<file path="config.mk">
export PLATFORM = sky130hd
export DESIGN_NAME = scan_seq
export DESIGN_NICKNAME = d
export VERILOG_FILES = /design/src/rtl/scan_pkg.sv /design/src/rtl/scan_list.sv /design/src/rtl/sample_fifo.sv /design/src/rtl/scan_engine.sv /design/src/rtl/scan_seq.sv
export SDC_FILE = /design/constraint.sdc
export NUM_CORES = 1
export LEC_CHECK = 0
export BUFFER_PORTS_ARGS = -buffer_cell sky130_fd_sc_hd__buf_2
export CORE_MARGIN = 5
export CORE_UTILIZATION = 60
export DETAILED_ROUTE_END_ITERATION = 12
export PLACE_DENSITY = 0.78
export SYNTH_ARGS = -nofsm -noshare
export SYNTH_HDL_FRONTEND = slang
export SYNTH_SLANG_ARGS = --single-unit
</file>
<file path="constraint.sdc">
create_clock -name clk -period 7.69 [get_ports clk]
set_input_delay 0.3845 -clock clk [delete_from_list [all_inputs] [get_ports clk]]
set_output_delay 0.3845 -clock clk [all_outputs]
set_load 0.02 [all_outputs]
</file>
<file path="src/rtl/scan_pkg.sv">
package scan_pkg;
    typedef struct packed {
        logic       uni;
        logic [1:0] gain;
        logic [3:0] chan;
    } entry_t;

    localparam logic [2:0] A_DATA  = 3'd0;
    localparam logic [2:0] A_STAT  = 3'd1;
    localparam logic [2:0] A_LIST  = 3'd2;
    localparam logic [2:0] A_MODE  = 3'd3;
    localparam logic [2:0] A_FLUSH = 3'd4;
endpackage

</file>
<file path="src/rtl/scan_list.sv">
module scan_list
    import scan_pkg::*;
#(
    parameter int DEPTH = 16,
    localparam int IW = $clog2(DEPTH)
) (
    input  logic          clk,
    input  logic          rst_n,
    input  logic          we,
    input  logic [IW-1:0] widx,
    input  entry_t        wentry,
    input  logic [IW-1:0] ridx,
    output entry_t        rentry
);
    entry_t mem_d [DEPTH];
    entry_t mem_q [DEPTH];

    always_comb begin
        for (int i = 0; i < DEPTH; i++) mem_d[i] = mem_q[i];
        if (we) mem_d[widx] = wentry;
    end

    always_ff @(posedge clk) begin
        for (int i = 0; i < DEPTH; i++) begin
            if (!rst_n) mem_q[i] <= '0;
            else        mem_q[i] <= mem_d[i];
        end
    end

    assign rentry = mem_q[ridx];

    assert_list_write_R1: assert property (@(posedge clk) disable iff (!rst_n)
        we |=> mem_q[$past(widx)] == $past(wentry));
endmodule

</file>
<file path="src/rtl/sample_fifo.sv">
module sample_fifo #(
    parameter int DW    = 16,
    parameter int DEPTH = 16,
    localparam int AW = $clog2(DEPTH),
    localparam int CW = $clog2(DEPTH + 1)
) (
    input  logic          clk,
    input  logic          rst_n,
    input  logic          push,
    input  logic [DW-1:0] din,
    input  logic          pop,
    input  logic          flush,
    output logic [DW-1:0] dout,
    output logic          empty,
    output logic          full
);
    typedef struct packed {
        logic [AW-1:0] wp;
        logic [AW-1:0] rp;
        logic [CW-1:0] cnt;
        logic [DW-1:0] last;
    } fst_t;

    fst_t          s_d, s_q;
    logic [DW-1:0] mem_d [DEPTH];
    logic [DW-1:0] mem_q [DEPTH];
    logic          do_push, do_pop;

    assign empty   = (s_q.cnt == '0);
    assign full    = (s_q.cnt == CW'(DEPTH));
    assign do_push = push && !full && !flush;
    assign do_pop  = pop && !empty && !flush;
    assign dout    = empty ? s_q.last : mem_q[s_q.rp];

    always_comb begin
        s_d = s_q;
        for (int i = 0; i < DEPTH; i++) mem_d[i] = mem_q[i];
        if (flush) begin
            s_d.wp  = '0;
            s_d.rp  = '0;
            s_d.cnt = '0;
        end else begin
            if (do_push) begin
                mem_d[s_q.wp] = din;
                s_d.wp = s_q.wp + 1'b1;
            end
            if (do_pop) begin
                s_d.last = mem_q[s_q.rp];
                s_d.rp   = s_q.rp + 1'b1;
            end
            case ({do_push, do_pop})
                2'b10:   s_d.cnt = s_q.cnt + 1'b1;
                2'b01:   s_d.cnt = s_q.cnt - 1'b1;
                default: s_d.cnt = s_q.cnt;
            endcase
        end
    end

    always_ff @(posedge clk) begin
        if (!rst_n) s_q <= '0;
        else        s_q <= s_d;
        for (int i = 0; i < DEPTH; i++) mem_q[i] <= mem_d[i];
    end

    assert_no_overflow_R6: assert property (@(posedge clk) disable iff (!rst_n)
        (full && push && !pop && !flush) |=> (full && $stable(s_q.wp)));
    assert_no_underflow_R7: assert property (@(posedge clk) disable iff (!rst_n)
        (empty && pop && !push && !flush) |=> (empty && $stable(s_q.rp)));
    assert_flush_empties_R8: assert property (@(posedge clk) disable iff (!rst_n)
        flush |=> empty);
endmodule

</file>
<file path="src/rtl/scan_engine.sv">
module scan_engine
    import scan_pkg::*;
#(
    parameter int DEPTH = 16,
    localparam int IW = $clog2(DEPTH)
) (
    input  logic          clk,
    input  logic          rst_n,
    input  logic          conv_pulse,
    input  logic          run_ok,
    input  logic          scan_en,
    input  logic [IW-1:0] start_idx,
    input  logic [IW-1:0] last_idx,
    input  logic          restart,
    input  logic [IW-1:0] restart_idx,
    input  logic          adc_done,
    input  entry_t        entry,
    output logic [IW-1:0] pos,
    output entry_t        fe,
    output logic          conv_start,
    output logic          busy,
    output logic          push,
    output logic          eoc_evt,
    output logic          eos_evt
);
    typedef struct packed {
        logic [IW-1:0] pos;
        logic          busy;
        logic          start_p;
        entry_t        fe;
    } est_t;

    est_t s_d, s_q;
    logic accept, finish, at_last;

    assign accept  = conv_pulse && run_ok && !s_q.busy && !restart;
    assign finish  = adc_done && s_q.busy && !restart;
    assign at_last = (s_q.pos == last_idx);

    always_comb begin
        s_d = s_q;
        s_d.start_p = 1'b0;
        if (restart) begin
            s_d.pos  = restart_idx;
            s_d.busy = 1'b0;
        end else if (accept) begin
            s_d.busy    = 1'b1;
            s_d.start_p = 1'b1;
            s_d.fe      = entry;
        end else if (finish) begin
            s_d.busy = 1'b0;
            if (scan_en) s_d.pos = at_last ? start_idx : s_q.pos + 1'b1;
            else         s_d.pos = start_idx;
        end
    end

    always_ff @(posedge clk) begin
        if (!rst_n) s_q <= '0;
        else        s_q <= s_d;
    end

    assign pos        = s_q.pos;
    assign fe         = s_q.fe;
    assign conv_start = s_q.start_p;
    assign busy       = s_q.busy;
    assign push       = finish;
    assign eoc_evt    = finish;
    assign eos_evt    = finish && scan_en && at_last;

    assert_wrap_R2: assert property (@(posedge clk) disable iff (!rst_n)
        (finish && scan_en && at_last) |=> (pos == $past(start_idx)));
    assert_fixed_entry_R3: assert property (@(posedge clk) disable iff (!rst_n)
        (finish && !scan_en) |=> (pos == $past(start_idx)));
    assert_busy_R9: assert property (@(posedge clk) disable iff (!rst_n)
        accept |=> (busy && conv_start));
    assert_no_start_when_busy_R4: assert property (@(posedge clk) disable iff (!rst_n)
        (busy && !restart && !adc_done) |=> !conv_start);
endmodule

</file>
<file path="src/rtl/scan_seq.sv">
module scan_seq
    import scan_pkg::*;
#(
    parameter int         LIST_DEPTH = 16,
    parameter int         FIFO_DEPTH = 16,
    parameter logic [3:0] REV_CODE   = 4'hB
) (
    input  logic        clk,
    input  logic        rst_n,
    input  logic        wr_en,
    input  logic        rd_en,
    input  logic [2:0]  addr,
    input  logic [15:0] wdata,
    output logic [15:0] rdata,
    input  logic        conv_pulse,
    input  logic        ext_trig,
    input  logic        adc_done,
    input  logic [15:0] adc_data,
    input  logic [3:0]  di,
    output logic        conv_start,
    output logic [3:0]  fe_chan,
    output logic [1:0]  fe_gain,
    output logic        fe_unipolar,
    output logic [2:0]  gates,
    output logic        irq
);
    localparam int IW = $clog2(LIST_DEPTH);

    typedef struct packed {
        logic [15:0] ctrl;
        logic [7:0]  mode;
        logic        armed;
        logic        eos;
        logic        eoc;
    } tst_t;

    tst_t    s_d, s_q;
    entry_t  list_out, fe, wentry;
    logic [IW-1:0] pos;
    logic    ctrl_wr, list_wr, mode_wr, fifo_rd, stat_rd, flush_rd;
    logic    run_ok, busy, push, eoc_evt, eos_evt;
    logic [15:0] fifo_dout;
    logic    fifo_empty, fifo_full;

    assign ctrl_wr  = wr_en && addr == A_DATA;
    assign list_wr  = wr_en && addr == A_LIST;
    assign mode_wr  = wr_en && addr == A_MODE;
    assign fifo_rd  = rd_en && addr == A_DATA;
    assign stat_rd  = rd_en && addr == A_STAT;
    assign flush_rd = rd_en && addr == A_FLUSH;

    assign wentry = '{uni: wdata[7], gain: wdata[5:4], chan: wdata[3:0]};
    assign run_ok = s_q.ctrl[12] && (!s_q.ctrl[15] || s_q.armed);

    always_comb begin
        s_d = s_q;
        if (ctrl_wr) begin
            s_d.ctrl  = wdata;
            s_d.armed = 1'b0;
        end else if (s_q.ctrl[15] && ext_trig) begin
            s_d.armed = 1'b1;
        end
        if (mode_wr) s_d.mode = wdata[7:0];
        s_d.eos = eos_evt || (s_q.eos && !stat_rd);
        s_d.eoc = eoc_evt || (s_q.eoc && !stat_rd);
    end

    always_ff @(posedge clk) begin
        if (!rst_n) s_q <= '0;
        else        s_q <= s_d;
    end

    scan_list #(.DEPTH(LIST_DEPTH)) u_list (
        .clk(clk), .rst_n(rst_n),
        .we(list_wr), .widx(wdata[8 +: IW]), .wentry(wentry),
        .ridx(pos), .rentry(list_out)
    );

    scan_engine #(.DEPTH(LIST_DEPTH)) u_eng (
        .clk(clk), .rst_n(rst_n),
        .conv_pulse(conv_pulse), .run_ok(run_ok),
        .scan_en(s_q.mode[3]),
        .start_idx(s_q.ctrl[0 +: IW]), .last_idx(s_q.ctrl[8 +: IW]),
        .restart(ctrl_wr), .restart_idx(wdata[0 +: IW]),
        .adc_done(adc_done), .entry(list_out),
        .pos(pos), .fe(fe), .conv_start(conv_start), .busy(busy),
        .push(push), .eoc_evt(eoc_evt), .eos_evt(eos_evt)
    );

    sample_fifo #(.DW(16), .DEPTH(FIFO_DEPTH)) u_fifo (
        .clk(clk), .rst_n(rst_n),
        .push(push), .din(adc_data), .pop(fifo_rd), .flush(flush_rd),
        .dout(fifo_dout), .empty(fifo_empty), .full(fifo_full)
    );

    always_comb begin
        case (addr)
            A_DATA:  rdata = fifo_dout;
            A_STAT:  rdata = {busy, 1'b0, s_q.eos, 1'b0, di, REV_CODE,
                              1'b0, fifo_full, fifo_empty, 1'b0};
            A_MODE:  rdata = {8'h00, s_q.mode};
            default: rdata = 16'h0000;
        endcase
    end

    assign fe_chan     = fe.chan;
    assign fe_gain     = fe.gain;
    assign fe_unipolar = fe.uni;
    assign gates       = s_q.ctrl[14:12];
    assign irq         = (s_q.eos && s_q.mode[1]) || (s_q.eoc && s_q.mode[0]);

    assert_ctrl_zero_R5: assert property (@(posedge clk) disable iff (!rst_n)
        (ctrl_wr && wdata == 16'h0000) |=> (gates == 3'b000 && !busy));
    assert_irq_clear_R10: assert property (@(posedge clk) disable iff (!rst_n)
        (stat_rd && !adc_done) |=> !irq);
    assert_gate_R4: assert property (@(posedge clk) disable iff (!rst_n)
        (!run_ok && !wr_en) |=> !conv_start);
endmodule

</file>
## Word-level counts from Yosys, hierarchy flattened

Memory sizes are Yosys's and may differ from the RTL's. A register that Yosys moved wholly into a read port is not among the register bits.
Index checks and enable logic that the tools add are counted.

| cells by class | value |
|---|---|
| reductions and logical operators | 46 |
| muxes and demuxes | 41 |
| $lt $le $gt $ge | 4 |
| multiply operators | 0 |
| div/mod/pow operators | 0 |
| bitwise operators | 21 |
| equality and inequality tests | 9 |
| add/sub/neg operators | 5 |
| shifts and indexed selects | 0 |

Operators with widths:

| cell | count |
|---|---|
| 256-bit two-way mux | 2 |
| 256-bit bitwise mux | 1 |
| 7-bit two-way mux | 17 |
| 112-bit bitwise mux | 1 |
| 112-bit two-way mux | 1 |
| 16-bit demux with 4-bit select | 1 |
| 16-bit case mux with 3 select lines | 1 |
| 16-bit two-way mux | 2 |
| 7-bit demux with 4-bit select | 1 |
| 4-bit two-way mux | 7 |
| 1-bit logical AND | 25 |
| 1-bit OR | 16 |
| 4-bit by 1-bit adder with 4-bit output, second input constant | 3 |
| 5-bit greater-or-equal comparator, second input constant | 2 |
| 5-bit by 1-bit less-than comparator with 1-bit output, second input constant | 2 |
| 5-bit two-way mux | 2 |
| 4-bit inverter with 5-bit output | 2 |
| 5-bit case mux with 2 select lines | 1 |
| 8-bit two-way mux | 1 |
| 1-bit zero test | 7 |
| 3-bit by 2-bit == test with 1-bit output, second input constant | 2 |
| 2-bit AND reduction | 3 |
| 2-bit nonzero test | 3 |
| 5-bit by 1-bit adder with 5-bit output, second input constant | 1 |
| 14 further kinds | 22 |

| storage, ports and cells | value |
|---|---|
| memories kept | 2 |
| bits in latches | 0 |
| bits in registers | 69 |
| word-level logic and storage cells | 143 |
| input port bits | 46 |
| memory bits (read-only) | 0 |
| output and inout port bits | 28 |
| RAM bits | 368 |

Memories:

| memory | words | bits a word | read ports | clocked after Yosys merged registers in | wr ports | line | source |
|---|---|---|---|---|---|---|---|
| u_fifo.mem_q | 16 | 16 | 17 | 1 | 16 | sample_fifo.sv:26 | `logic [DW-1:0] mem_q [DEPTH];` |
| u_list.mem_q | 16 | 7 | 17 | 1 | 16 | scan_list.sv:16 | `entry_t mem_q [DEPTH];` |

## Depth between registers and ports, before layout

Gate-level depths: netlist of the first run.

| logic depth | value |
|---|---|
| depth after elaboration | 10 |
| mapped depth | 14 |
| gate-level depth less buffers | 12 |

## Modules after synthesis

Synthesis of the first run repeated with hierarchy kept, for this count alone.

| unflattened totals | value |
|---|---|
| cells, all modules | 1,421 |
| area total of the unflattened synthesis | 19,203.4 sq um |

By module, submodules not included:

| module | instances | area each (sq um) | sequential area each (sq um) | cells each |
|---|---|---|---|---|
| sample_fifo | 1 | 11,553.6 | 8,348.0 | 577 |
| scan_list | 1 | 5,652.9 | 2,242.2 | 607 |
| scan_seq | 1 | 1,280.0 | 460.4 | 154 |
| scan_engine | 1 | 716.9 | 260.2 | 83 |

## Least setup slack after synthesis of the first run

OpenSTA, ideal clock, no wires.

| path | value |
|---|---|
| kind | input to register |
| start point | input addr[2] |
| end point | register u_fifo.s_q[20] (netlist name) |
| stages on the path | 12 |
| data arrival time | 2.909 ns |
| buffers on the path | 1 |
| required time | 7.620 ns |
| setup time | 0.070 ns |
| slack | 4.711 ns |
| cell sequence | buf_6 and4bb_2 a2111oi_4 inv_1 ha_1 xor2_1 ha_1 a211o_1 a211oi_1 a221oi_1 or3_1 a21oi_1 |

| on the way | value |
|---|---|
| word-level cells in the longest chain between the ends | 8 |
| elaborated cells between the ends (all ways) | 17 |
| those cells by class | 3 x eq/ne; 1 x mux; 13 x reduce/logical |

RTL lines:

| element | line | source |
|---|---|---|
| start, declared | scan_seq.sv:12 | `input logic [2:0] addr,` |
| 3-bit zero test | scan_seq.sv:45, scan_seq.sv:48 |  |
| 1-bit logical AND | scan_seq.sv:45 | `assign ctrl_wr = wr_en && addr == A_DATA;` |
| 1-bit zero test | scan_engine.sv:37 | `assign finish = adc_done && s_q.busy && !restart;` |
| 1-bit logical AND | scan_engine.sv:37 |  |
| 1-bit logical AND (2 in a row) | sample_fifo.sv:31 | `assign do_push = push && !full && !flush;` |
| 2-bit by 1-bit == test with 1-bit output or 2-bit == test (tied branches) | sample_fifo.sv:51 | `case ({do_push, do_pop})` |
| 5-bit case mux with 2 select lines or 2-bit nonzero test (tied branches) | -- |  |
| end signal, assigned | sample_fifo.sv:60 | `if (!rst_n) s_q <= '0;` |
| end signal, assigned | sample_fifo.sv:61 | `else s_q <= s_d;` |
| end, declared | sample_fifo.sv:24 | `fst_t s_d, s_q;` |

Parallel ways exist; a longest one is shown, timed or not.
A chain may end at the register's enable or synchronous reset.

## Worst setup path in the final report of the first run

| path | value |
|---|---|
| start point | register u_fifo.s_q[17] (netlist name) |
| end point | register u_fifo.s_q[20] (netlist name) |

| on the way | value |
|---|---|
| word-level cells in the longest chain between the ends | 6 |
| elaborated cells between the ends (all ways) | 14 |
| those cells by class | 2 x add/sub; 3 x eq/ne; 1 x mux; 8 x reduce/logical |

RTL lines:

| element | line |
|---|---|
| 5-bit == test or 5-bit zero test (tied branches) | sample_fifo.sv:30, sample_fifo.sv:29 |
| 1-bit zero test (on tied branches) | sample_fifo.sv:31, sample_fifo.sv:32 |
| 1-bit logical AND (on tied branches) (2 in a row) | sample_fifo.sv:31, sample_fifo.sv:32 |
| 2-bit by 1-bit == test with 1-bit output or 2-bit == test (tied branches) | sample_fifo.sv:51 |
| 5-bit case mux with 2 select lines or 2-bit nonzero test (tied branches) | -- |

Parallel ways exist; a longest one is shown, timed or not.

==> out/metrics.yaml, run 1 <==
cells_and_area:
  drive_above_1_share_pct: 21.3
  stdcell_area_um2: 20200
  final_core_util_pct: 67.8
  multi_input_area_um2: 6340
  num-fill-cells: 2007
  syn_to_final_growth_pct: 11.2
  seq_area_um2: 11400
  layout_commonest_cell: "edfxtp_1"
  final_cell_mix: "edfxtp_1, dfxtp_1, nand2_1, a21oi_1, mux4_2"
  nets: 1430
worst_setup_path:
  required_ns: 8.15
  worst-setup-path-type: "register to register"
  slowest_delay_ns: 0.53
  r2r-end: "u_fifo.s_q[20]"
  reg2reg_from: "u_fifo.s_q[17]"
  cpMostUsedCell: "ha_1"
  cp_data_arrival_time_ns: 4.45
  reg2reg_slack_ns: 3.70
  crit_path_max_fanout: 23
  critPathSlowestCell: "inv_1"
  r2r_cells: 12
  crit_chain: "nor4_4 -> nand2b_1 -> nand3_1 -> inv_1 -> ha_1 -> xor2_1 -> ha_1 -> a211o_1 -> a211oi_1 -> a221oi_1 -> or3_1 -> a21oi_1"
  cp-end-kind: "register"
  start_kind: "register"
power_and_ir_drop:
  power.leakage_nw: 6.64
  ir_drop_mv: 0.226
  p_total_mw: 4.66
  powerDensity_nw_per_um2: 231
grt:
  globalRouteTotalUtil_pct: 25.7
  grt_max_degree: 77
  antenna_found_initial: 4
  grt_overflow: 0
  grt_pass1_wl_mm: 67.0
  grt_pass1_vias: 11325
timing:
  setup_viol: 0
  clock_skew_ns: 0.0164
  max_freq_mhz: 251
  finalHoldViolCount: 0
  finalMaxSlewViolations: 0
  rsz0062_at_grt: "false"
  period_share_pct: 51.9
  worstMarginPinSlew_ns: 1.13
  max-slew-margin-rel_pct: 24.5
  fin_tns_setup_ns: 0
  setup_ws_ns: 3.70
  post-route-min-period_ns: 3.99
run_status:
  status: "complete, no violations"
routing:
  routed_via_density: 6.45
  wl_mm: 43.7
  dr.pass1.iters: 5
  wl_per_cell_um: 24.3
  via_count: 11611
  drtIter0Drc: 1096
  ant_nets: 0
  drc: 0
synth:
  seq_area_frac_synth_pct: 62.7
  syn_nets: 1380
  synthArstFlopShare_pct: 0
  ys_ff_latch: 441
  syn-mean-instance-area_um2: 13.7
  yosysUniqueCellTypes: 66
  synth_top_area_share_pct: 42.3
  dominantRegCellSynth: "edfxtp_1"
  yosys_warnings: 0
  synth_edf_count: 256
  synth_cells: 1324
  synth_area_leaders: "edfxtp_1, dfxtp_1, mux4_2"
  synth_top_area_cell: "edfxtp_1"
  netlist_area_um2: 18200
place:
  place_congestion: 0.838
  io_buffer_count: 73
  dp_hpwl_mm: 26.5
  pre_cts_ws_ns: 3.73
  place_area_um2: 18800
die:
  dieHeight_um: 184
  die-area_um2: 33900
  initial_core_util_pct: 61.0
  coreArea_um2: 29800
  io_pins: 74
  rows: 63
  die_w_um: 184
clock_tree:
  post_cts_resized: 0
  cts_buffer_depth: 3
  cts_made_buffers: 43
  cts_tree: "yes"
  cts.sinks: 441
  postCtsSetupRepairBufs: 0
  htree_levels: 2
  cts_hold_buf: 0
  clock-root-buffer: "clkbuf_16"
  insertion_delay_ns: 0.55
  path_clk_slew_ns: 0.06
job:
  drv_cap: 0
hold_path:
  min_to: "gates[0]"
  worstHoldPathType: "primary input to register"
  hold_start: "wdata[12]"
  whs_path_depth: 3
==> report_power, final <==
part	internal, mW	switching (mW)	total, mW	leakage, nW
Clock	1.17	0.873	2.04	0.666
Combinational	0.0277	0.0893	0.117	2.18
Sequential	2.50	0.00448	2.50	3.79
==> worst max path at each step <==
stage | from | endpoint | slack, ns | depth (start not counted)
detailed placement | addr[1] | u_fifo.s_q[20] | 3.73 | 12
global route | u_fifo.s_q[17] | u_fifo.s_q[20] | 3.47 | 12
floorplan | addr[2] | u_fifo.s_q[20] | 4.71 | 12
finish | u_fifo.s_q[17] | u_fifo.s_q[20] | 3.70 | 12
CTS | register | rdata[7] | 3.76 | 6
global placement | addr[1] | u_fifo.s_q[20] | 3.83 | 12
==> cells by family after synthesis <==
| group | after synthesis | synth area share (%) |
|---|---|---|
| xor+xnor | 15 | 0.723 |
| flops | 441 | 62.7 |
| fa+ha+maj | 10 | 0.688 |
| compound gates | 192 | 6.64 |
| mux | 192 | 17.0 |
| simple gates | 368 | 9.57 |
| buf+inv | 106 | 2.75 |
==> layer usage <==
layer / vias to the layer above / track usage, % / wire length [um]
li1: 5096 / - / -
met1: 5779 / 36.0 / 17300
met2: 620 / 41.3 / 21100
met3: 110 / 5.26 / 3960
met4: 6 / 7.54 / 1270
met5: - / 0 / 36
==> critical path, delay by kind of cell (launching register included) <==
kind | cells | cell delay, ns
xor+xnor | 1 | 0.18
fa+ha+maj | 2 | 0.74
buf+inv | 1 | 0.53
flops | 1 | 0.40
compound gates | 4 | 0.72
simple gates | 4 | 1.31
==> Yosys cell counts, types with 3 or more instances <==
master,number
dfxtp_1,185
a32oi_1,4
a22oi_1,11
buf_1,3
a21oi_1,99
a221oi_1,9
o221ai_1,13
clkbuf_1,63
nand3b_1,3
mux4_2,92
nor2b_1,4
o21ai_1,3
a211oi_1,4
inv_1,7
nor3_1,9
xnor2_1,5
nand2b_1,13
buf_6,4
or3_1,4
nor2_1,87
a2bb2oi_1,6
mux2_2,9
edfxtp_1,256
nand2_1,149
nor3_2,4
o21ai_0,21
nand3_1,72
buf_2,16
buf_4,11
o22ai_1,4
xor2_1,10
mux2i_1,91
nor3b_1,3
o211ai_1,3
ha_1,10
==> per-stage QoR <==
step                      hold WS, ns  instances
after floorplan                 0.428       1324
after global placement          0.438       1719
after detailed placement        0.445       1719
after CTS                      0.0732       1798
after global routing           0.0748       1799
final                          0.0817       1800
==> state kept, by name, summed over array words and instances, names as in the netlist, named ones only <==
register,flops
u_eng.conv_start,1
u_eng.fe,7
u_fifo.mem_q,256
u_eng.pos,4
s_q,20
u_list.mem_q,112
u_fifo.s_q,29
gates,3
u_eng.busy,1
==> area by class of cell <==
class	instances	share of cell area, %
flip-flops and latches	441	56.4
clock buffers	54	5.73
inverters	8	0.161
well taps	390	2.41
multi-input cells	777	31.4
clock inverters	25	1.00
diodes	2	0.0248
repair buffers	103	2.92
No activity file was read; power rests on OpenSTA's default activity.
==> run 2: changes to the inputs <==
Settings changed: CORE_UTILIZATION 60 to 55, PLACE_DENSITY 0.78 to 0.75.
Clock period 7.69 ns to 3.2 ns, I/O delays scaled along.
==> run 2 against run 1 <==
Against the previous run:
- routed wire length is 0.59% higher
- largest power group unchanged
- critical path type is now register to primary output
- global-route usage is 1.7 points lower
- sequential cell count stayed put
- critical endpoint is now rdata[15]
- register-to-register slack worse by 3.4 ns
- critical path depth is 7 lower
- non-clock buffer count is 54 higher
==> out/metrics.yaml, run 2 (synthesis gave the netlist of run 1 again) <==
run_status:
  status: "complete, no violations"  # unchanged
timing:
  worstMarginPinSlew_ns: 0.836  # was 1.13 ns
  fin_tns_setup_ns: 0  # unchanged
  setup_ws_ns: 0.105  # was 3.70 ns
  setup_viol: 0  # unchanged
  max-slew-margin-rel_pct: 44.1  # was 24.5%
  hold_ws_ns: 0.0294  # was 0.0817 ns
  finalMaxSlewViolations: 0  # unchanged
  post-route-min-period_ns: 3.10
  period_share_pct: 96.7
  clock_skew_ns: 0.0165  # was 0.0164 ns
  finalHoldViolCount: 0  # unchanged
  max_freq_mhz: 323
  rsz0062_at_grt: "false"  # unchanged
die:
  initial_core_util_pct: 55.7  # was 61.0%
  die_w_um: 192  # was 184 um
  coreArea_um2: 32600  # was 29800 um^2
  dieHeight_um: 192  # was 184 um
  die-area_um2: 36800  # was 33900 um^2
  rows: 66  # was 63
  io_pins: 74  # unchanged
routing:
  via_count: 11615  # was 11611
  wl_met3_mm: 3.29  # was 3.96 mm
  dr.pass1.iters: 5  # unchanged
  routed_via_density: 6.09  # was 6.45
  ant_nets: 0  # unchanged
  drc: 0  # unchanged
  wl_per_cell_um: 23.1  # was 24.3 um
  wl_mm: 44.0  # was 43.7 mm
  met2WireLength_mm: 21.8  # was 21.1 mm
  m1WireLength_mm: 17.6  # was 17.3 mm
  drtIter0Drc: 1039  # was 1096
  top_layer: "met5"  # unchanged
cells_and_area:
  num-fill-cells: 2322  # was 2007
  syn_to_final_growth_pct: 14.6  # was 11.2%
  final_core_util_pct: 63.9  # was 67.8%
  stdcell_area_um2: 20800  # was 20200 um^2
  largestRegisters: "u_fifo.mem_q x256, u_list.mem_q x112, u_fifo.s_q x29"  # unchanged
  layout.cells.non_filler: 1907  # was 1800
  layout_commonest_cell: "edfxtp_1"  # unchanged
  nets: 1485  # was 1430
  top_register: "u_fifo.mem_q"  # unchanged
  drive_above_1_share_pct: 22.4  # was 21.3%
  largest_reg_flops: 256  # unchanged
  final_cell_mix: "edfxtp_1, dfxtp_1, nand2_1, a21oi_1, mux4_2"  # unchanged
place:
  pre_cts_ws_ns: 0.327  # was 3.73 ns
  dp_cells: 1797  # was 1719
  place_congestion: 0.861  # was 0.838
  place_area_um2: 19200  # was 18800 um^2
  io_buffer_count: 73  # unchanged
  dp_hpwl_mm: 27.7  # was 26.5 mm
clock_tree:
  postCtsSetupRepairBufs: 0  # unchanged
  cts_made_buffers: 44  # was 43
  htree_levels: 2  # unchanged
  cts_buffer_depth: 3  # unchanged
  cts.sinks: 441  # unchanged
  cts_tree: "yes"  # unchanged
  path_clk_slew_ns: 0.06  # about the same
  clock-root-buffer: "clkbuf_16"  # unchanged
  insertion_delay_ns: 0.55  # about the same
worst_setup_path:
  required_ns: 3.04  # was 8.15 ns
  worst-setup-path-type: "register to primary output"  # was register to register
  start_kind: "register"  # unchanged
  cp_data_arrival_time_ns: 2.94  # was 4.45 ns
  crit_path_max_fanout: 20  # was 23
  cp-end-kind: "primary output"  # was register
job:
  drv_cap: 0  # unchanged
power_and_ir_drop:
  p_total_mw: 11.3  # was 4.66 mW
  ir_drop_mv: 0.489  # was 0.226 mV
  powerDensity_nw_per_um2: 540  # was 231 nW/um^2
  power.leakage_nw: 6.92  # was 6.64 nW
hold_path:
  worstHoldPathType: "primary input to register"  # unchanged
grt:
  grt_overflow: 0  # unchanged
  antenna_found_initial: 1  # was 4
  globalRouteTotalUtil_pct: 24.0  # was 25.7%
  grt_max_degree: 121  # was 77
  grt_pass1_vias: 11466  # was 11325
  grt_pass1_wl_mm: 67.4  # was 67.0 mm
[run 2: changes by cell type in the layout (fill, tap and decap cells not counted), moves of 4 or more]
cell	before	now
buf_12	0	4
buf_4	30	52
clkbuf_1	8	16
clkbuf_8	2	11
clkinv_1	12	4
clkinv_2	7	2
dlygate4sd3_1	0	28
[run 2: area by class of cell]
| class | instances | area (um^2) | area share, % |
|---|---|---|---|
| Clock inverter | 9 | 57.6 | 0.276 |
| Clock buffer | 72 | 1340 | 6.42 |
| Multi-Input combinational cell | 777 | 6340 | 30.4 |
| Inverter | 8 | 32.5 | 0.156 |
| Tap cell | 442 | 553 | 2.65 |
| Antenna cell | 1 | 2.50 | 0.0120 |
| Sequential cell | 441 | 11400 | 54.7 |
| Timing Repair Buffer | 157 | 1120 | 5.36 |
[run 2: path summary, 6_finish.rpt]
check | start | end | slack (ns) | cells past startpoint
max | register | rdata[15] | 0.10 | 5
min | wdata[11] | s_q[22] | 0.03 | 3
max reg2reg | u_fifo.s_q[16] | u_fifo.s_q[20] | 0.28 | 12
min reg2reg | u_list.mem_q[1][5] | u_list.mem_q[1][5] | 0.45 | 2
[run 2: repair_timing]
action,4_1_cts,5_1_grt
hold buffers,28,0
hold endpoints to repair,248,0
gates resized for setup,0,0
[run 2: worst max-delay path, stage by stage (launching register included)]
cell and delay, ns:
dfxtp_4 0.60, buf_4 0.30, mux4_2 0.53, mux2i_1 0.34, o221ai_1 0.34, buf_2 0.27
[run 2: power breakdown]
| part | internal (mW) | total [mW] | switching, mW |
|---|---|---|---|
| clock | 2.85 | 4.92 | 2.07 |
| combinational | 0.0968 | 0.319 | 0.222 |
| sequential | 6.00 | 6.01 | 0.0120 |
| total | 8.95 | 11.3 | 2.30 |
[run 2: metal layers]
metal	vias up	global-route usage [%]
met5	-	0
met4	2	7.71
met3	84	4.49
met2	487	40.2
met1	5828	32.0
li1	5214	-
==> run 3: changes to the inputs <==
Settings changed: RECOVER_POWER set to 25.
==> run 3 against run 2 <==
Against the previous run:
- first-iteration DRC count grew 13%
- clock power is essentially flat
- die area did not move
- clock skew barely moved
- worst hold slack improved by 0.0054 ns
- register-to-register slack about the same
- count of clock-buffer cells in the layout is the same
- sequential power hardly changed
- combinational power is essentially flat
- routed wire length is 0.16% higher
- critical endpoint unchanged
==> out/metrics.yaml, run 3 (synthesis gave the netlist of run 1 again) <==
run_status:
  status: "complete, no violations"  # unchanged
timing:
  clock_skew_ns: 0.0163  # was 0.0165 ns
  max-slew-margin-rel_pct: 44.3  # was 44.1%
  finalHoldViolCount: 0  # unchanged
  rsz0062_at_grt: "false"  # unchanged
  worstMarginPinSlew_ns: 0.833  # was 0.836 ns
  post-route-min-period_ns: 3.08  # was 3.10 ns
  max_freq_mhz: 325  # was 323 MHz
  fin_tns_setup_ns: 0  # unchanged
  setup_viol: 0  # unchanged
  period_share_pct: 96.1  # was 96.7%
  finalMaxSlewViolations: 0  # unchanged
cells_and_area:
  final_cell_mix: "edfxtp_1, dfxtp_1, nand2_1, a21oi_1, mux4_2"  # unchanged
  top_register: "u_fifo.mem_q"  # unchanged
  largestRegisters: "u_fifo.mem_q x256, u_list.mem_q x112, u_fifo.s_q x29"  # unchanged
  syn_to_final_growth_pct: 14.5  # was 14.6%
  nets: 1485  # unchanged
  layout_commonest_cell: "edfxtp_1"  # unchanged
  final_core_util_pct: 63.8  # was 63.9%
  drive_above_1_share_pct: 21.5  # was 22.4%
  largest_reg_flops: 256  # unchanged
place:
  place_congestion: 0.861  # unchanged
  dp_hpwl_mm: 27.7  # unchanged
  io_buffer_count: 73  # unchanged
power_and_ir_drop:
  power.leakage_nw: 6.89  # was 6.92 nW
  internal_power_mw: 8.95  # about the same
  comb_power_share_pct: 2.8  # about the same
  sw_frac_of_total_pct: 20.4  # about the same
  seqPwrFrac_pct: 53.5  # was 53.4%
  power_frac_clock_pct: 43.7  # about the same
  switchingPower_mw: 2.30  # about the same
  ir_drop_mv: 0.489  # about the same
  powerDensity_nw_per_um2: 540  # about the same
clock_tree:
  cts_tree: "yes"  # unchanged
  cts_made_buffers: 44  # unchanged
  post_cts_resized: 0  # unchanged
  path_clk_slew_ns: 0.06  # about the same
  clock-root-buffer: "clkbuf_16"  # unchanged
  cts_buffer_depth: 3  # unchanged
  cts.sinks: 441  # unchanged
  postCtsSetupRepairBufs: 0  # unchanged
  htree_levels: 2  # unchanged
  insertion_delay_ns: 0.55  # about the same
grt:
  grt_overflow: 0  # unchanged
  grt_max_degree: 121  # unchanged
  grt_pass1_vias: 11466  # unchanged
  antenna_found_initial: 1  # unchanged
  grt_pass1_wl_mm: 67.4  # unchanged
  globalRouteTotalUtil_pct: 24.0  # unchanged
routing:
  drtIter0Drc: 1170  # was 1039
  via_count: 11582  # was 11615
  wl_per_cell_um: 23.1  # about the same
  dr.pass1.iters: 8  # was 5
  ant_nets: 0  # unchanged
  drc: 0  # unchanged
  wl_mm: 44.0  # about the same
  routed_via_density: 6.07  # was 6.09
hold_path:
  worstHoldPathType: "primary input to register"  # unchanged
worst_setup_path:
  crit_path_max_fanout: 20  # unchanged
  required_ns: 3.04  # about the same
  start_kind: "register"  # unchanged
  cp_data_arrival_time_ns: 2.92  # was 2.94 ns
  cp-end-kind: "primary output"  # unchanged
  worst-setup-path-type: "register to primary output"  # unchanged
die:
  rows: 66  # unchanged
  initial_core_util_pct: 55.7  # unchanged
  io_pins: 74  # unchanged
  dieHeight_um: 192  # unchanged
  die_w_um: 192  # unchanged
  coreArea_um2: 32600  # unchanged
  die-area_um2: 36800  # unchanged
job:
  drv_cap: 0  # unchanged
run 3: power by group through the flow:
stage          registers (mW)  clock network, mW  logic [mW]
2_1_floorplan            6.13                  0       0.150
3_3_place_gp             6.13                  0       0.279
3_5_place_dp             6.13                  0       0.286
4_1_cts                  6.01               4.99       0.315
5_1_grt                  6.01               5.27       0.337
6_report                 6.01               4.92       0.317
run 3: worst max-delay path, cell delays in order (launching register included):
cell and delay, ns:
dfxtp_4 0.61, buf_4 0.31, mux4_2 0.53, mux2i_1 0.33, o221ai_1 0.32, buf_2 0.26
run 3: layer usage:
layer	vias to the layer above	GRT usage [%]	share of wire (%)
li1	5211	-	-
met1	5785	32.0	40
met2	481	40.2	50
met3	103	4.49	7.5
met4	2	7.71	3.1
met5	-	0	0.030
run 3: path summary, 6_finish.rpt:
path	startpoint	to	slack (ns)	depth (start not counted)
max reg2reg	u_fifo.s_q[16]	u_fifo.s_q[20]	0.28	12
min reg2reg	u_fifo.s_q[4]	u_fifo.s_q[4]	0.45	2
min	wdata[11]	s_q[22]	0.03	3
max	register	rdata[15]	0.12	5
run 3: repair_timing:
action | CTS | global route
setup endpoints to repair | 0 | 0
hold endpoints to repair | 248 | 0
hold buffers | 28 | 0
run 3: area by class of cell:
type | count | area [um^2]
inverters | 8 | 32.5
well taps | 442 | 553
diodes | 1 | 2.50
flip-flops and latches | 441 | 11400
repair buffers | 157 | 1100
fillers | 2329 | 11800
clock inverters | 9 | 57.6
multi-input cells | 777 | 6340
clock buffers | 72 | 1340
run 3: per-stage QoR:
| stage | total power, mW | hold slack (ns) | area (um^2) | setup slack (ns) | cells |
|---|---|---|---|---|---|
| 2_1_floorplan | 6.28 | 0.259 | 18200 | 0.286 | 1324 |
| 3_3_place_gp | 6.41 | 0.407 | 19200 | 0.417 | 1797 |
| 3_5_place_dp | 6.42 | 0.413 | 19200 | 0.327 | 1797 |
| 4_1_cts | 11.3 | 0.00570 | 20800 | 0.0963 | 1906 |
| 5_1_grt | 11.6 | 0.0241 | 20800 | 0.0321 | 1906 |
| 6_report | 11.3 | 0.0347 | 20800 | 0.125 | 1907 |
